==> src/rtl/dtt_pkg.sv <==
// Shared constants and types for the dual tick timer.
// Assumes word-aligned 8-bit byte offsets and a 32-bit data bus.
package dtt_pkg;
    localparam int DATA_W = 32;
    localparam int SCL_W  = 16;
    localparam int ADDR_W = 8;

    localparam logic [ADDR_W-1:0] OFS_SCL_VAL = 8'h00;
    localparam logic [ADDR_W-1:0] OFS_SCL_RLD = 8'h04;
    localparam logic [ADDR_W-1:0] OFS_CONFIG  = 8'h08;

    localparam logic [1:0] SUB_CNT = 2'd0;
    localparam logic [1:0] SUB_RLD = 2'd1;
    localparam logic [1:0] SUB_CTL = 2'd2;

    localparam int CTL_EN = 0;
    localparam int CTL_RS = 1;
    localparam int CTL_LD = 2;
    localparam int CTL_IE = 3;

    typedef struct packed {
        logic ie;
        logic rs;
        logic en;
    } tctl_t;

    function automatic logic [DATA_W-1:0] ctl_to_word(tctl_t c);
        logic [DATA_W-1:0] w;
        w         = '0;
        w[CTL_EN] = c.en;
        w[CTL_RS] = c.rs;
        w[CTL_IE] = c.ie;
        return w;
    endfunction

    function automatic tctl_t nib_to_ctl(logic [3:0] n);
        tctl_t c;
        c.en = n[CTL_EN];
        c.rs = n[CTL_RS];
        c.ie = n[CTL_IE];
        return c;
    endfunction
endpackage

==> src/rtl/dtt_regif.sv <==
// Register decode for the dual tick timer: turns APB accesses into
// per-register write strobes and multiplexes read data.
// Assumes zero-wait-state APB; a write lands in the access cycle.
module dtt_regif
    import dtt_pkg::*;
#(
    parameter int NTIMERS  = 2,
    parameter int BASE_IRQ = 8
) (
    input  logic                            psel,
    input  logic                            penable,
    input  logic                            pwrite,
    input  logic [ADDR_W-1:0]               paddr,
    input  logic [SCL_W-1:0]                scl_val,
    input  logic [SCL_W-1:0]                scl_rld,
    input  logic [NTIMERS-1:0][DATA_W-1:0]  t_cnt,
    input  logic [NTIMERS-1:0][DATA_W-1:0]  t_rld,
    input  logic [NTIMERS-1:0][DATA_W-1:0]  t_ctlw,
    output logic                            scl_rld_wr,
    output logic [NTIMERS-1:0]              cnt_wr,
    output logic [NTIMERS-1:0]              rld_wr,
    output logic [NTIMERS-1:0]              ctl_wr,
    output logic [DATA_W-1:0]               prdata
);
    localparam logic [DATA_W-1:0] CFG_WORD =
        DATA_W'(32'h100 | (BASE_IRQ << 3) | NTIMERS);

    logic              wr_en;
    logic              aligned;
    logic [1:0]        sub;
    logic [NTIMERS-1:0] t_hit;

    assign wr_en   = psel & penable & pwrite;
    assign aligned = (paddr[1:0] == 2'b00);
    assign sub     = paddr[3:2];

    assign scl_rld_wr = wr_en & (paddr == OFS_SCL_RLD);

    // Per-timer slot match and write strobes.
    for (genvar i = 0; i < NTIMERS; i++) begin : g_dec
        assign t_hit[i]  = aligned & (paddr[7:4] == 4'(i + 1));
        assign cnt_wr[i] = wr_en & t_hit[i] & (sub == SUB_CNT);
        assign rld_wr[i] = wr_en & t_hit[i] & (sub == SUB_RLD);
        assign ctl_wr[i] = wr_en & t_hit[i] & (sub == SUB_CTL);
    end

    // Read data multiplexer; unmapped offsets return zero.
    always_comb begin
        prdata = '0;
        if (paddr == OFS_SCL_VAL)      prdata = DATA_W'(scl_val);
        else if (paddr == OFS_SCL_RLD) prdata = DATA_W'(scl_rld);
        else if (paddr == OFS_CONFIG)  prdata = CFG_WORD;
        for (int i = 0; i < NTIMERS; i++) begin
            if (t_hit[i]) begin
                case (sub)
                    SUB_CNT: prdata = t_cnt[i];
                    SUB_RLD: prdata = t_rld[i];
                    SUB_CTL: prdata = t_ctlw[i];
                    default: prdata = '0;
                endcase
            end
        end
    end
endmodule

==> src/rtl/dtt_prescaler.sv <==
// Shared prescaler: counts down from its reload to zero and emits a
// one-clock tick on each wrap. A reload write restarts the period.
// Assumes the reload write strobe is a single-cycle pulse.
module dtt_prescaler
    import dtt_pkg::*;
(
    input  logic             clk,
    input  logic             rst_n,
    input  logic             rld_wr,
    input  logic [SCL_W-1:0] rld_data,
    output logic [SCL_W-1:0] val,
    output logic [SCL_W-1:0] rld,
    output logic             tick
);
    // A tick fires on the zero state unless a restart happens now.
    assign tick = (val == '0) && !rld_wr;

    // Reload register and down-counting scaler value.
    always_ff @(posedge clk) begin
        if (!rst_n) begin
            val <= '1;
            rld <= '1;
        end else if (rld_wr) begin
            val <= rld_data;
            rld <= rld_data;
        end else if (tick) begin
            val <= rld;
        end else begin
            val <= val - 1'b1;
        end
    end
endmodule

==> src/rtl/dtt_timer.sv <==
// One down-counting timer: steps on prescaler ticks while enabled,
// reloads or falls to all ones on underflow, pulses its interrupt.
// Assumes at most one of its write strobes is high in a cycle.
module dtt_timer
    import dtt_pkg::*;
(
    input  logic              clk,
    input  logic              rst_n,
    input  logic              tick,
    input  logic              cnt_wr,
    input  logic              rld_wr,
    input  logic              ctl_wr,
    input  logic [DATA_W-1:0] wdata,
    output logic [DATA_W-1:0] cnt,
    output logic [DATA_W-1:0] rld,
    output tctl_t             ctl,
    output logic              busy,
    output logic              irq
);
    logic step;
    logic at_zero;

    assign busy    = cnt_wr | ctl_wr;
    assign step    = tick & ctl.en & !busy;
    assign at_zero = (cnt == '0);

    // Counter: bus writes first, then load request, then count step.
    always_ff @(posedge clk) begin
        if (!rst_n) begin
            cnt <= '1;
        end else if (cnt_wr) begin
            cnt <= wdata;
        end else if (ctl_wr && wdata[CTL_LD]) begin
            cnt <= rld;
        end else if (step) begin
            if (at_zero) cnt <= ctl.rs ? rld : '1;
            else         cnt <= cnt - 1'b1;
        end
    end

    // Reload value register.
    always_ff @(posedge clk) begin
        if (!rst_n)      rld <= '1;
        else if (rld_wr) rld <= wdata;
    end

    // Stored control bits; the load bit is never kept.
    always_ff @(posedge clk) begin
        if (!rst_n)      ctl <= '0;
        else if (ctl_wr) ctl <= nib_to_ctl(wdata[3:0]);
    end

    // Interrupt pulse in the clock after an enabled underflow.
    always_ff @(posedge clk) begin
        if (!rst_n) irq <= 1'b0;
        else        irq <= step & at_zero & ctl.ie;
    end
endmodule

==> src/rtl/dual_tick_timer.sv <==
// Top of the dual tick timer: APB register decode, one shared
// prescaler and NTIMERS down-counting timers with pulse interrupts.
// Assumes NTIMERS in 1..7 and BASE_IRQ in 0..31 (config field widths).
module dual_tick_timer
    import dtt_pkg::*;
#(
    parameter int NTIMERS  = 2,
    parameter int BASE_IRQ = 8
) (
    input  logic               pclk,
    input  logic               presetn,
    input  logic               psel,
    input  logic               penable,
    input  logic               pwrite,
    input  logic [7:0]         paddr,
    input  logic [31:0]        pwdata,
    output logic [31:0]        prdata,
    output logic [NTIMERS-1:0] irq_pulse
);
    logic                           scl_tick;
    logic [SCL_W-1:0]               scl_val;
    logic [SCL_W-1:0]               scl_rld;
    logic [SCL_W-1:0]               scl_wdata;
    logic                           scl_rld_wr;
    logic [NTIMERS-1:0]             cnt_wr, rld_wr, ctl_wr;
    logic [NTIMERS-1:0][DATA_W-1:0] t_cnt, t_rld, t_ctlw;
    logic [NTIMERS-1:0]             t_en, t_rs, t_ie, t_busy;

    assign scl_wdata = pwdata[SCL_W-1:0];

    dtt_regif #(.NTIMERS(NTIMERS), .BASE_IRQ(BASE_IRQ)) u_regif (
        .psel(psel), .penable(penable), .pwrite(pwrite), .paddr(paddr),
        .scl_val(scl_val), .scl_rld(scl_rld),
        .t_cnt(t_cnt), .t_rld(t_rld), .t_ctlw(t_ctlw),
        .scl_rld_wr(scl_rld_wr), .cnt_wr(cnt_wr), .rld_wr(rld_wr),
        .ctl_wr(ctl_wr), .prdata(prdata)
    );

    dtt_prescaler u_scl (
        .clk(pclk), .rst_n(presetn), .rld_wr(scl_rld_wr),
        .rld_data(scl_wdata), .val(scl_val), .rld(scl_rld), .tick(scl_tick)
    );

    for (genvar i = 0; i < NTIMERS; i++) begin : g_tmr
        tctl_t ctl_i;
        dtt_timer u_tmr (
            .clk(pclk), .rst_n(presetn), .tick(scl_tick),
            .cnt_wr(cnt_wr[i]), .rld_wr(rld_wr[i]), .ctl_wr(ctl_wr[i]),
            .wdata(pwdata), .cnt(t_cnt[i]), .rld(t_rld[i]), .ctl(ctl_i),
            .busy(t_busy[i]), .irq(irq_pulse[i])
        );
        assign t_ctlw[i] = ctl_to_word(ctl_i);
        assign t_en[i]   = ctl_i.en;
        assign t_rs[i]   = ctl_i.rs;
        assign t_ie[i]   = ctl_i.ie;
    end
endmodule

==> config.mk <==
export PLATFORM = sky130hd
export DESIGN_NAME = dual_tick_timer
export DESIGN_NICKNAME = d
export VERILOG_FILES = /design/src/rtl/dtt_pkg.sv /design/src/rtl/dtt_regif.sv /design/src/rtl/dtt_prescaler.sv /design/src/rtl/dtt_timer.sv /design/src/rtl/dual_tick_timer.sv
export SDC_FILE = /design/constraint.sdc
export NUM_CORES = 1
export LEC_CHECK = 0
export BUFFER_PORTS_ARGS = -buffer_cell sky130_fd_sc_hd__buf_2
export CORE_ASPECT_RATIO = 0.6
export CORE_UTILIZATION = 45
export CTS_CLUSTER_DIAMETER = 50
export CTS_CLUSTER_SIZE = 40
export DETAILED_ROUTE_END_ITERATION = 10
export GPL_TIMING_DRIVEN = 0
export MAX_ROUTING_LAYER = met4
export SYNTH_ARGS = -nofsm -noshare
export SYNTH_HDL_FRONTEND = slang
export SYNTH_SLANG_ARGS = --single-unit
==> constraint.sdc <==
create_clock -name pclk -period 4.1 [get_ports pclk]
set_clock_uncertainty 0.2 [all_clocks]
set_input_delay 0.41 -clock pclk [delete_from_list [all_inputs] [get_ports pclk]]
set_output_delay 0.41 -clock pclk [all_outputs]
set_load 0.005 [all_outputs]
==> metrics <==
register bit total from synthesis=168; initial antenna violation count=1; # IOs=79; outcome=finished clean; per-instance average area after synthesis=7.81 um^2; Chip Width=195 um; highest clock frequency the design can meet=254 MHz; Bufs on Longest Clock Path=2; drt wl/cell=26.2 um; clock tree from TritonCTS=built; total power after layout=3.46 mW; standard-cell rows=41; fin crit period=3.94 ns; transition time at the pin with the least slew margin=1.26 ns; ys async rst share=0%; Gate power share=6.4%; power share of the clock group=46.2%; die area=23000 um^2; ratio of total power to cell area=304 nW/um^2; required arrival time at the worst endpoint=4.20 ns; clk slew on worst S/H paths=0.07 ns; switching portion of total power=26.0%; via count of the first global-routing pass=9913; Setup crit start=u_scl.val[1]; sequential cell fraction of total power=47.4%; Vias=11200; Cell Count Post-Placement=1644; cell count after synthesis=1289; non-filler cells, final=1677; maximum vdd ir drop=0.261 mV; post-synth net total=1340; setup slack at placement=0.257 ns; class of the worst hold path=input port to register; number of sinks driven by the clock tree=168; post-synthesis instance area=10100 um^2; Avg Vias per Cell=6.65; layout cells sized above 1=12.5%; P_int=2.56 mW; hold buffers post-CTS=0; final worst setup slack=0.159 ns; leading register cell type out of synthesis=dfxtp_1; Clk Latency, worst-skew pair=0.45 ns; cell count of the worst reg-to-reg path=8; initial DRC count=1509; NetSw=898 uW; reg-to-reg critical path endpoint=g_tmr[0].u_tmr.cnt[29]; TritonRoute pass-1 iters=5; DRC violations left=0; remaining max-slew budget at the tightest pin=15.4%; cts bufs inserted=17; starting density of the core=46.8%; number of nets at the end of the flow=1435; Port Buf Inserts=76; final-layout setup total negative slack=0 ns; max-capacitance violation count=0; register area share after synthesis=33.4%; layout-stage area growth over the synthesis result=12.9%; category of the critical setup timing path=register to register; endpoint of the worst setup timing path=g_tmr[0].u_tmr.cnt[29]; overall global routing resource usage=38.8%; final hold violation count=0; EDFF count, synth=0; startpoint of the lowest-slack register-to-register path=u_scl.val[1]; post-cts repair resize count=0; utilization after layout=52.9%; cell at the root of the clock tree=clkbuf_16; element type at the critical path end=register; kind of start point of the critical path=register; maximum level of the CTS H-tree=4; count of cell types in the netlist=80; setup repair after global routing missed its margin=no; final number of setup-violating endpoints=0; core region area=21500 um^2; R2R setup slack=0.16 ns; largest net degree at the start of global routing=17; post-CTS setup buffers=0; post-DP HPWL=32900 um; global-route wire length before repair=64500 um; share of the clock period used by the worst path=96.1%; overall routed net length=43900 um; arrival time of the worst setup path=4.04 ns; Synth warnings=0; Pleak=4.57 nW; antenna-violating nets left=0; RD Place Congestion=1.00; largest driver fanout on the critical path=9; total overflow reported by the global router=0; die height=118 um; Cells on Worst Hold Path=3; Slew Viols, Final=0
==> synthesized netlist by cell type (18+ instances only) <==
cell type	count	share of area [%]
nand2_1	214	8.0
dfxtp_1	168	33
a21oi_1	104	5.2
nand3_1	91	4.5
nor2_1	82	3.1
mux2i_1	71	7.1
clkbuf_1	61	2.3
o21ai_0	55	2.7
o22ai_1	54	3.4
xor2_1	32	2.8
nor4_1	29	1.8
nor3_1	27	1.3
xnor2_1	18	1.6
==> cell type report <==
| class | instances | area (um^2) |
|---|---|---|
| Clock inverter | 11 | 100 |
| Multi-Input combinational cell | 1010 | 6210 |
| Buffer | 96 | 450 |
| Fill cell | 2120 | 10100 |
| Inverter | 15 | 56.3 |
| Clock buffer | 21 | 460 |
| Tap cell | 279 | 349 |
| Sequential cell | 168 | 3360 |
| Antenna cell | 1 | 2.50 |
| Timing Repair Buffer | 76 | 380 |
==> kinds of logic (layout without fill, tap and decap cells) <==
logic type      after synthesis  after routing  share of synthesized area, %
compound gates              348            348                          23.7
xor+xnor                     50             50                          4.35
fa+ha+maj                     6              6                         0.746
buf+inv                     111            219                          5.03
flops                       168            168                          33.4
mux                          71             71                          7.06
other cells                   0              1                             0
simple gates                535            535                          25.7
==> layout by cell type (no fill, tap or decap), drive strengths merged, types with 12 or more instances in the layout <==
master / Yosys / layout
o221ai: 27 / 27
a21oi: 104 / 104
a31oi: 13 / 13
a221o: 13 / 13
nand3: 91 / 91
or4: 15 / 15
xor2: 32 / 32
o21ai: 56 / 56
buf: 35 / 111
nor2: 83 / 83
nor4: 32 / 32
dfxtp: 168 / 168
nor3: 29 / 29
or3: 12 / 12
nand4: 15 / 15
o31ai: 12 / 12
o22ai: 55 / 55
nand2: 219 / 219
a22oi: 16 / 16
clkbuf: 61 / 82
mux2i: 71 / 71
xnor2: 18 / 18
inv: 15 / 15
==> power groups by stage <==
stage                     clock, mW  combinational, mW  sequential [mW]
after floorplan                   0             0.0940             1.67
after global placement            0              0.208             1.68
after detailed placement          0              0.209             1.68
after CTS                      1.59              0.210             1.64
after global routing           1.66              0.226             1.64
final                          1.60              0.222             1.64
==> per-stage QoR <==
| stage | instance area (um^2) | hold WS, ns |
|---|---|---|
| 5_1_grt | 11400 | 0.0724 |
| 2_1_floorplan | 10100 | 0.228 |
| 6_report | 11400 | 0.0608 |
| 3_3_place_gp | 10800 | 0.250 |
| 4_1_cts | 11400 | 0.0523 |
| 3_5_place_dp | 10800 | 0.250 |
==> critical path, cell delays in order (launching register included) <==
cell     delay [ns]
dfxtp_1        0.37
inv_1          0.13
ha_1           0.17
nor4b_1        0.69
nand4_2        0.39
o32ai_2        0.65
nand2_2        0.30
nor2_1         0.71
a22oi_1        0.18
==> registers in the layout (all words and copies together) (netlist names) <==
name / flops
g_tmr.u_tmr.cnt: 64
g_tmr.u_tmr.rld: 64
u_scl.rld: 16
u_scl.val: 16
g_tmr.u_tmr.ctl: 6
g_tmr.u_tmr.irq: 2
==> per-layer routing <==
layer	global-route usage, %	vias up	wire [um]
met5	-	-	0
met4	7.43	0	614
met3	15.7	66	6700
met2	48.4	753	16600
met1	56.9	5349	19900
li1	-	4992	-
==> how the worst min path moves through the flow <==
| stage | slack, ns | startpoint | to |
|---|---|---|---|
| 2_1_floorplan | 0.23 | g_tmr[0].u_tmr.ctl[2] | g_tmr[0].u_tmr.irq |
| 3_3_place_gp | 0.25 | u_scl.rld[8] | u_scl.rld[8] |
| 3_5_place_dp | 0.25 | u_scl.rld[8] | u_scl.rld[8] |
| 4_1_cts | 0.05 | pwdata[26] | g_tmr[0].u_tmr.rld[26] |
| 5_1_grt | 0.07 | pwdata[26] | g_tmr[0].u_tmr.rld[26] |
| 6_report | 0.06 | pwdata[26] | g_tmr[0].u_tmr.rld[26] |
Power figures use the tool's default switching activity.
